**src/rtl/fwsr_pkg.sv**
```systemverilog
package fwsr_pkg;
   typedef enum logic {
      OP_PROG  = 1'b0,
      OP_ERASE = 1'b1
   } op_kind_e;

   localparam int POLL_POS = 7;
   localparam int TOG_POS  = 6;
endpackage

```
**src/rtl/fwsr_track.sv**
```systemverilog
module fwsr_track #(
   parameter int SETTLE_CYC = 5
) (
   input  logic clk,
   input  logic rst_n,
   input  logic ctl_busy,
   input  logic op_kind,
   input  logic prog_poll_bit,
   output logic op_rise,
   output logic in_settle,
   output logic held_bit
);
   import fwsr_pkg::*;

   localparam int CW = (SETTLE_CYC > 1) ? $clog2(SETTLE_CYC) : 1;

   logic busy_q;
   logic kind_q;
   logic bit_q;
   logic prog_fall;

   always_ff @(posedge clk or negedge rst_n) begin
      if (!rst_n) begin
         busy_q <= 1'b0;
         kind_q <= 1'b0;
         bit_q  <= 1'b0;
      end else begin
         busy_q <= ctl_busy;
         if (ctl_busy) begin
            kind_q <= op_kind;
            bit_q  <= prog_poll_bit;
         end
      end
   end

   assign op_rise   = ctl_busy & ~busy_q;
   assign prog_fall = busy_q & ~ctl_busy & (kind_q == OP_PROG);
   assign held_bit  = bit_q;

   generate
      if (SETTLE_CYC == 1) begin : g_single
         assign in_settle = prog_fall;
      end else begin : g_count
         logic [CW-1:0] cnt_q;
         always_ff @(posedge clk or negedge rst_n) begin
            if (!rst_n) begin
               cnt_q <= '0;
            end else if (op_rise) begin
               cnt_q <= '0;
            end else if (prog_fall) begin
               cnt_q <= CW'(SETTLE_CYC - 1);
            end else if (cnt_q != '0) begin
               cnt_q <= cnt_q - 1'b1;
            end
         end
         assign in_settle = prog_fall | (cnt_q != '0);
      end
   endgenerate

   // a window only ever opens on the cycle busy falls
   assert_settle_entry_R6: assert property (@(posedge clk) disable iff (!rst_n)
      $rose(in_settle) |-> ($past(ctl_busy) && !ctl_busy));

   // once a new operation is under way, no window is active
   assert_busy_cancels_R10: assert property (@(posedge clk) disable iff (!rst_n)
      (ctl_busy && $past(ctl_busy)) |-> !in_settle);
endmodule

```
**src/rtl/fwsr_toggle.sv**
```systemverilog
module fwsr_toggle (
   input  logic clk,
   input  logic rst_n,
   input  logic ctl_busy,
   input  logic op_rise,
   input  logic rd_strobe,
   output logic tog_bit
);
   logic tog_q;

   assign tog_bit = op_rise ? 1'b0 : tog_q;

   always_ff @(posedge clk or negedge rst_n) begin
      if (!rst_n) begin
         tog_q <= 1'b0;
      end else if (ctl_busy) begin
         tog_q <= tog_bit ^ rd_strobe;
      end
   end

   // a read during busy flips the bit seen in the next busy cycle
   assert_toggle_flip_R3: assert property (@(posedge clk) disable iff (!rst_n)
      (ctl_busy && $past(ctl_busy) && $past(rd_strobe)) |-> (tog_bit != $past(tog_bit)));

   // no read, no change
   assert_toggle_hold_R3: assert property (@(posedge clk) disable iff (!rst_n)
      (ctl_busy && $past(ctl_busy) && !$past(rd_strobe)) |-> (tog_bit == $past(tog_bit)));

   // a fresh operation starts from zero
   assert_toggle_start_R4: assert property (@(posedge clk) disable iff (!rst_n)
      op_rise |-> !tog_bit);
endmodule

```
**src/rtl/fwsr_word.sv**
```systemverilog
module fwsr_word #(
   parameter int DATA_W = 16
) (
   input  logic              ctl_busy,
   input  logic              op_kind,
   input  logic              prog_poll_bit,
   input  logic              in_settle,
   input  logic              held_bit,
   input  logic              tog_bit,
   input  logic [DATA_W-1:0] array_word,
   output logic [DATA_W-1:0] rd_data
);
   import fwsr_pkg::*;

   logic poll_live;

   assign poll_live = (op_kind == OP_ERASE) ? 1'b0 : ~prog_poll_bit;

   always_comb begin
      rd_data = '0;
      if (ctl_busy) begin
         rd_data[POLL_POS] = poll_live;
         rd_data[TOG_POS]  = tog_bit;
      end else if (in_settle) begin
         rd_data[POLL_POS] = held_bit;
         rd_data[TOG_POS]  = tog_bit;
      end else begin
         rd_data = array_word;
      end
   end
endmodule

```
**src/rtl/flash_status_reporter.sv**
```systemverilog
module flash_status_reporter #(
   parameter int DATA_W     = 16,
   parameter int SETTLE_CYC = 5
) (
   input  logic              clk,
   input  logic              rst_n,
   input  logic              ctl_busy,
   input  logic              op_kind,
   input  logic              prog_poll_bit,
   input  logic              rd_strobe,
   input  logic              oe_n,
   input  logic              ce_n,
   input  logic [DATA_W-1:0] array_word,
   output logic [DATA_W-1:0] rd_data,
   output logic              rb_low
);
   import fwsr_pkg::*;

   generate
      if (DATA_W < 8) begin : g_bad_width
         $error("flash_status_reporter: DATA_W must be at least 8");
      end
      if (SETTLE_CYC < 1) begin : g_bad_settle
         $error("flash_status_reporter: SETTLE_CYC must be at least 1");
      end
   endgenerate

   logic op_rise;
   logic in_settle;
   logic held_bit;
   logic tog_bit;

   fwsr_track #(.SETTLE_CYC(SETTLE_CYC)) u_track (
      .clk           (clk),
      .rst_n         (rst_n),
      .ctl_busy      (ctl_busy),
      .op_kind       (op_kind),
      .prog_poll_bit (prog_poll_bit),
      .op_rise       (op_rise),
      .in_settle     (in_settle),
      .held_bit      (held_bit)
   );

   fwsr_toggle u_toggle (
      .clk       (clk),
      .rst_n     (rst_n),
      .ctl_busy  (ctl_busy),
      .op_rise   (op_rise),
      .rd_strobe (rd_strobe),
      .tog_bit   (tog_bit)
   );

   fwsr_word #(.DATA_W(DATA_W)) u_word (
      .ctl_busy      (ctl_busy),
      .op_kind       (op_kind),
      .prog_poll_bit (prog_poll_bit),
      .in_settle     (in_settle),
      .held_bit      (held_bit),
      .tog_bit       (tog_bit),
      .array_word    (array_word),
      .rd_data       (rd_data)
   );

   assign rb_low = rst_n & ctl_busy & ~oe_n & ~ce_n;

   // program polling shows the inverted target bit
   assert_prog_poll_R1: assert property (@(posedge clk) disable iff (!rst_n)
      (ctl_busy && op_kind == OP_PROG) |-> (rd_data[POLL_POS] != prog_poll_bit));

   // erase polling reads zero
   assert_erase_poll_R2: assert property (@(posedge clk) disable iff (!rst_n)
      (ctl_busy && op_kind == OP_ERASE) |-> !rd_data[POLL_POS]);

   // released whenever deselected or output disabled
   assert_rb_release_R7: assert property (@(posedge clk) disable iff (!rst_n)
      (oe_n || ce_n || !ctl_busy) |-> !rb_low);

   // filler bits are zero during busy
   assert_busy_zero_R9: assert property (@(posedge clk) disable iff (!rst_n)
      ctl_busy |-> ($countones(rd_data) <= 2));

   // no operation and no window means array data passes
   assert_idle_pass_R8: assert property (@(posedge clk) disable iff (!rst_n)
      (!ctl_busy && !in_settle) |-> (rd_data == array_word));
endmodule

```
**config.mk**
```make
export PLATFORM = sky130hd
export DESIGN_NAME = flash_status_reporter
export DESIGN_NICKNAME = d
export VERILOG_FILES = /design/src/rtl/fwsr_pkg.sv /design/src/rtl/fwsr_track.sv /design/src/rtl/fwsr_toggle.sv /design/src/rtl/fwsr_word.sv /design/src/rtl/flash_status_reporter.sv
export SDC_FILE = /design/constraint.sdc
export NUM_CORES = 1
export LEC_CHECK = 0
export BUFFER_PORTS_ARGS = -buffer_cell sky130_fd_sc_hd__buf_4
export CAP_MARGIN = 20
export CORE_MARGIN = 4
export CORE_UTILIZATION = 37
export DETAILED_ROUTE_END_ITERATION = 10
export GPL_TIMING_DRIVEN = 0
export PLACE_DENSITY = 0.82
export SLEW_MARGIN = 25
export SYNTH_ARGS = -nofsm -noshare
export SYNTH_HDL_FRONTEND = slang
export SYNTH_HIERARCHICAL = 1
export SYNTH_SLANG_ARGS = --single-unit
```
**constraint.sdc**
```tcl
create_clock -name clk -period 2.3 [get_ports clk]
set_input_delay 0.46 -clock clk [delete_from_list [all_inputs] [get_ports clk]]
set_output_delay 0.46 -clock clk [all_outputs]
set_load 0.05 [all_outputs]
```
# [After elaboration in Yosys (flattened, before gate mapping)]
# Cells that the tools add are included.
[word_totals] reg_bits=7 in_bits=24 out_inout_bits=17 wordCells=33
[classes] n_addsub=1 muxes=11 bitwise=14 reduce_logical=2
[op_table] operator="2-to-1 mux 8 bit" count=2
[op_table] operator="2-to-1 mux 6 bit" count=2
[op_table] operator="2-to-1 mux 3 bit" count=3
[op_table] operator="bitwise AND 1 bit" count=6
[op_table] operator="NOT 1 bit" count=6
[op_table] operator="nonzero test 3 bit" count=2
[op_table] operator="2-to-1 mux 2 bit" count=2
[op_table] operator="subtractor 3 x 1 -> 3 bit (second input constant)" count=1
[op_table] operator="2-to-1 mux 1 bit" count=2
[op_table] operator="bitwise OR 1 bit" count=1
[op_table] operator="bitwise XOR 1 bit" count=1

# [Depth between registers and ports, before layout]
[depth] word_depth=6 mapped_depth=7 depth_no_buf=6

# [By module]
# Netlist, hierarchy kept.
[by_module_without_submodules] mod="fwsr_track" instances=1 cells_each=25 area_per_inst_um2=301.5 seq_area_each_um2=150.1
[by_module_without_submodules] mod="fwsr_word" instances=1 cells_each=20 area_per_inst_um2=147.6 seq_area_each_um2=0.0
[by_module_without_submodules] mod="fwsr_toggle" instances=1 cells_each=6 area_per_inst_um2=63.8 seq_area_each_um2=25.0
[by_module_without_submodules] mod="flash_status_reporter" instances=1 cells_each=1 area_per_inst_um2=12.5 seq_area_each_um2=0.0

# [Worst setup path after synthesis]
# No wires, ideal clock.
[synth_path] path_type="input -> output" from="input ctl_busy" to="output rd_data[7]" arrival_time_ns=1.899 t_required_ns=1.840 setup_slack_ns=-0.059 cell_stages=4 path_buffers=0 path_cell_list="or3b_4 nand2b_1 mux2i_1 o22ai_1"
[synth_between] elab_chain_len=6
[synth_rtl] element="start: declaration" line_no="flash_status_reporter.sv:7" text="input logic ctl_busy,"
[synth_rtl] element="NOT 1 bit" line_no="fwsr_track.sv:37" text="assign prog_fall = busy_q & ~ctl_busy & (kind_q == OP_PROG);"
[synth_rtl] element="bitwise AND 1 bit (2 in a row)" line_no="fwsr_track.sv:37"
[synth_rtl] element="bitwise OR 1 bit" line_no="fwsr_track.sv:56" text="assign in_settle = prog_fall | (cnt_q != '0);"
[synth_rtl] element="named net in_settle" line_no="flash_status_reporter.sv:29" text="logic in_settle;"
[synth_rtl] element="2-to-1 mux 2 bit" line_no="fwsr_word.sv:24" text="end else if (in_settle) begin"
[synth_rtl] element="2-to-1 mux 2 bit" line_no="fwsr_word.sv:21" text="if (ctl_busy) begin"
[synth_rtl] element="end: declaration" line_no="flash_status_reporter.sv:14" text="output logic [DATA_W-1:0] rd_data,"
# The timed path passes the listed nets, and every way through them passes these cells.

# [Worst setup path in the final report]
[layout_path] from="register u_track.g_count.cnt_q[0]" to="output rd_data[6]"
[layout_between] elab_chain_len=4
[layout_rtl] element="start: declaration" line_no="fwsr_track.sv:44" text="logic [CW-1:0] cnt_q;"
[layout_rtl] element="start signal: assignment" line_no="fwsr_track.sv:51" text="cnt_q <= CW'(SETTLE_CYC - 1);"
[layout_rtl] element="start signal: assignment" line_no="fwsr_track.sv:53" text="cnt_q <= cnt_q - 1'b1;"
[layout_rtl] element="nonzero test 3 bit" line_no="fwsr_track.sv:56"
[layout_rtl] element="bitwise OR 1 bit" line_no="fwsr_track.sv:56"
[layout_rtl] element="named net in_settle" line_no="flash_status_reporter.sv:29"
[layout_rtl] element="2-to-1 mux 2 bit" line_no="fwsr_word.sv:24"
[layout_rtl] element="2-to-1 mux 2 bit" line_no="fwsr_word.sv:21"
# The timed path passes the listed nets, and every way through them passes these cells.

==> flow_metrics.env <==
export IMPL_status="finished clean"
export IMPL_place_ws_ns=0.0630
export IMPL_netSwitchingPower_mw=0.377
export IMPL_yosysUniqueCellTypes=23
export IMPL_relSlewSlack=0.834
export IMPL_wl_per_cell_um=11.0
export IMPL_cts_root_buf="clkbuf_4"
export IMPL_die_h_um=45.7
export IMPL_r2r_slack_ns=1.24
export IMPL_slew_viol_final=0
export IMPL_cts_tree="yes"
export IMPL_finalSetupTns_ns=0
export IMPL_clock_latency_ns=0.24
export IMPL_dr_pass1_iters=1
export IMPL_cpPeakStageDelay_ns=0.39
export IMPL_multi_input_area_um2=362
export IMPL_startpoint_type="register"
export IMPL_crit_slowest_cell="dfrtp_1"
export IMPL_grt_usage=0.123
export IMPL_rows=13
export IMPL_die_x_um=45.7
export IMPL_seq_area_frac_synth=0.333
export IMPL_drive_gt1_frac=0.629
export IMPL_setup_viol=0
export IMPL_clock_sinks=7
export IMPL_ir_worst_vdd_mv=0.676
export IMPL_port_buffers=40
export IMPL_dieArea_um2=2090
export IMPL_clockBufferDepth=2
export IMPL_initial_core_util=0.399
export IMPL_critPathKind="register to output port"
export IMPL_fin_util=0.692
export IMPL_first_global_vias=489
export IMPL_coreArea_um2=1320
export IMPL_clockPowerShare=0.119
export IMPL_cts_buffers_inserted=3
export IMPL_comb_power_share=0.671
export IMPL_end_kind="output port"
export IMPL_setup_ws_ns=0.114
export IMPL_critPathMaxFanout=4
export IMPL_hp_class="input pin to asynchronous set/reset pin"
export IMPL_ys_warn_count=6
export IMPL_crit_end="rd_data[6]"
export IMPL_postRouteAntennaNets=0
export IMPL_htree_levels=1
export IMPL_grt_first_pass_wirelength_mm=1.93
export IMPL_path_clk_slew_ns=0.05
export IMPL_ys_seq_elements=7
export IMPL_powerDensity_nw_per_um2=937
export IMPL_grt_max_degree=13
export IMPL_netlist_area_um2=526
export IMPL_drcViolationCount=0
export IMPL_maxCapViolCount=0
export IMPL_ff2ff_path_depth=5
export IMPL_vias=521
export IMPL_worstPathCellList="inv_2 -> ha_4 -> nand2b_4 -> nand2b_4 -> nor2_4 -> mux2_4 -> buf_4"
export IMPL_cpMostUsedCell="nand2b_4"
export IMPL_insertedDiodeCount=0
export IMPL_antenna_found_initial=0
export IMPL_worstPathArrival_ns=1.73
export IMPL_hpwl_mm=1.10
export IMPL_area_growth_syn_to_layout_pct=73.6
export IMPL_ios=41
export IMPL_max_freq_ghz=0.457
export IMPL_syn_inst=52
export IMPL_viasPerCell=4.65
export IMPL_fin_nets=124
export IMPL_startpoint="u_track/g_count.cnt_q[0]$_DFFE_PN0P_"
export IMPL_syn_num_nets=78
export IMPL_drtIter0Drc=0
export IMPL_finalClockSkew_ns=0.000487
export IMPL_p_int_mw=0.477
export IMPL_hold_viol=0
export IMPL_cp_required_ns=1.84
export IMPL_fillers=106
export IMPL_p_seq_frac=0.209
export IMPL_timing_rr_end="u_track/g_count.cnt_q[2]$_DFFE_PN0P_"
export IMPL_syn_area_per_cell_um2=10.1
export IMPL_worstMarginPinSlew_ns=0.248
export IMPL_wirelength_mm=1.24
export IMPL_overflow=0
export IMPL_cts_hold_buffers=0
export IMPL_netSwitchingFraction=0.442
export IMPL_p_leak_nw=0.473
export IMPL_rsz0062_at_grt="false"
export IMPL_place_congestion=0.717
export IMPL_period_minus_slack_ns=2.19
export IMPL_rr_startpoint="u_track/g_count.cnt_q[0]$_DFFE_PN0P_"
export IMPL_seq_area_um2=175
export IMPL_period_share=0.951
-- metal layers --
metal / global-route usage / vias to the layer above / wire length [um]
li1: - / 264 / -
met3: 0.0395 / 0 / 248
met5: 0 / - / 0
met4: 0.0351 / 0 / 0
met1: 0.116 / 223 / 376
met2: 0.245 / 34 / 611
-- layout by cell type (no fill, tap or decap) --
| master | count |
|---|---|
| nor3b_1 | 1 |
| mux2_2 | 2 |
| clkbuf_4 | 3 |
| buf_6 | 1 |
| and4bb_2 | 1 |
| nor2b_1 | 2 |
| ha_4 | 1 |
| a211oi_2 | 2 |
| nor2_4 | 1 |
| inv_2 | 2 |
| o21ai_1 | 1 |
| o22ai_2 | 1 |
| mux2_4 | 1 |
| ha_1 | 1 |
| clkbuf_1 | 1 |
| xnor2_1 | 1 |
| nand2b_4 | 3 |
| dfrtp_1 | 7 |
| nor2_1 | 1 |
| or3b_4 | 1 |
| nor2_2 | 1 |
| and3b_1 | 1 |
| nand2b_1 | 1 |
| mux2i_1 | 1 |
| and2_1 | 15 |
| a21oi_1 | 2 |
| inv_1 | 1 |
| buf_4 | 41 |
-- worst min-delay path by stage --
stage	from	to	slack (ns)	cells past startpoint
after floorplan	rst_n	u_toggle/tog_q$_DFFE_PN0P_	0.16	0
after global placement	rst_n	u_track/held_bit$_DFFE_PN0P_	0.28	1
after detailed placement	rst_n	u_track/g_count.cnt_q[1]$_DFFE_PN0P_	0.28	1
after CTS	rst_n	u_track/kind_q$_DFFE_PN0P_	0.02	1
after global routing	rst_n	u_track/held_bit$_DFFE_PN0P_	0.02	1
final	rst_n	u_track/kind_q$_DFFE_PN0P_	0.03	1
-- area by class of cell --
| type | instances | share of cell area |
|---|---|---|
| Tap cell | 15 | 0.0206 |
| Timing Repair Buffer | 41 | 0.337 |
| Inverter | 3 | 0.0123 |
| Sequential cell | 7 | 0.192 |
| Multi-Input combinational cell | 41 | 0.396 |
| Clock buffer | 4 | 0.0288 |
| Buffer | 1 | 0.0123 |
-- logic make-up after synthesis --
group | after synthesis | share of synthesized area
XOR/XNOR | 1 | 0.0167
AO/OA/AOI/OAI | 6 | 0.0881
AND/OR/NAND/NOR | 28 | 0.381
flip-flops | 7 | 0.333
buffers and inverters | 4 | 0.0429
adder cells (fa/ha/maj) | 2 | 0.0476
multiplexers | 4 | 0.0905
-- power by group through the flow --
stage          combinational, mW  clock [mW]  sequential, mW
2_1_floorplan              0.384           0           0.174
6_report                   0.574       0.102           0.179
3_5_place_dp               0.517           0           0.178
4_1_cts                    0.536       0.106           0.175
3_3_place_gp               0.508           0           0.176
5_1_grt                    0.623       0.110           0.184
-- flip-flops by register name, summed over array words and instances (netlist names) --
name,count
u_track/busy_q,1
u_track/kind_q,1
u_track/held_bit,1
u_track/g_count.cnt_q,3
u_toggle/tog_q,1
-- synthesized netlist by cell type --
| cell | instances | area [um2] |
|---|---|---|
| o21ai_1 | 1 | 5.00 |
| and4bb_2 | 1 | 12.5 |
| xnor2_1 | 1 | 8.76 |
| mux2i_1 | 1 | 10.0 |
| mux2_4 | 1 | 15.0 |
| nor2_2 | 1 | 6.26 |
| nor2_1 | 1 | 3.75 |
| a211oi_2 | 2 | 25.0 |
| mux2_2 | 2 | 22.5 |
| nand2b_4 | 1 | 13.8 |
| buf_6 | 1 | 11.3 |
| nor2b_1 | 2 | 12.5 |
| nand2b_1 | 3 | 18.8 |
| o22ai_1 | 1 | 6.26 |
| nor3b_1 | 1 | 7.51 |
| or3b_4 | 1 | 11.3 |
| ha_1 | 2 | 25.0 |
| and2_1 | 15 | 93.8 |
| and3b_1 | 1 | 8.76 |
| dfrtp_1 | 7 | 175 |
| inv_1 | 3 | 11.3 |
| nor2_4 | 1 | 11.3 |
| a21oi_1 | 2 | 10.0 |
-- metrics by stage --
| step | hold slack [ns] | instances | cell area (um2) | total power [mW] |
|---|---|---|---|---|
| 6_report | 0.0261 | 112 | 912 | 0.855 |
| 5_1_grt | 0.0238 | 112 | 912 | 0.917 |
| 2_1_floorplan | 0.164 | 52 | 532 | 0.558 |
| 3_5_place_dp | 0.279 | 107 | 851 | 0.695 |
| 4_1_cts | 0.0214 | 112 | 892 | 0.818 |
| 3_3_place_gp | 0.278 | 107 | 851 | 0.684 |
-- worst max-delay path, delay by kind of cell, from the launching register on --
kind                     cells  cell delay (ns)
adder cells (fa/ha/maj)      1             0.14
buffers and inverters        2             0.27
multiplexers                 1             0.31
flip-flops                   1             0.39
AND/OR/NAND/NOR              3             0.38
-- repair_timing --
action,in CTS,in global routing
cloned,0,0
gates resized for setup,1,5
pin swaps,1,2
endpoints found under the setup margin,11,15
setup buffers,1,0
Note: power is estimated with default switching activity, not from simulation.
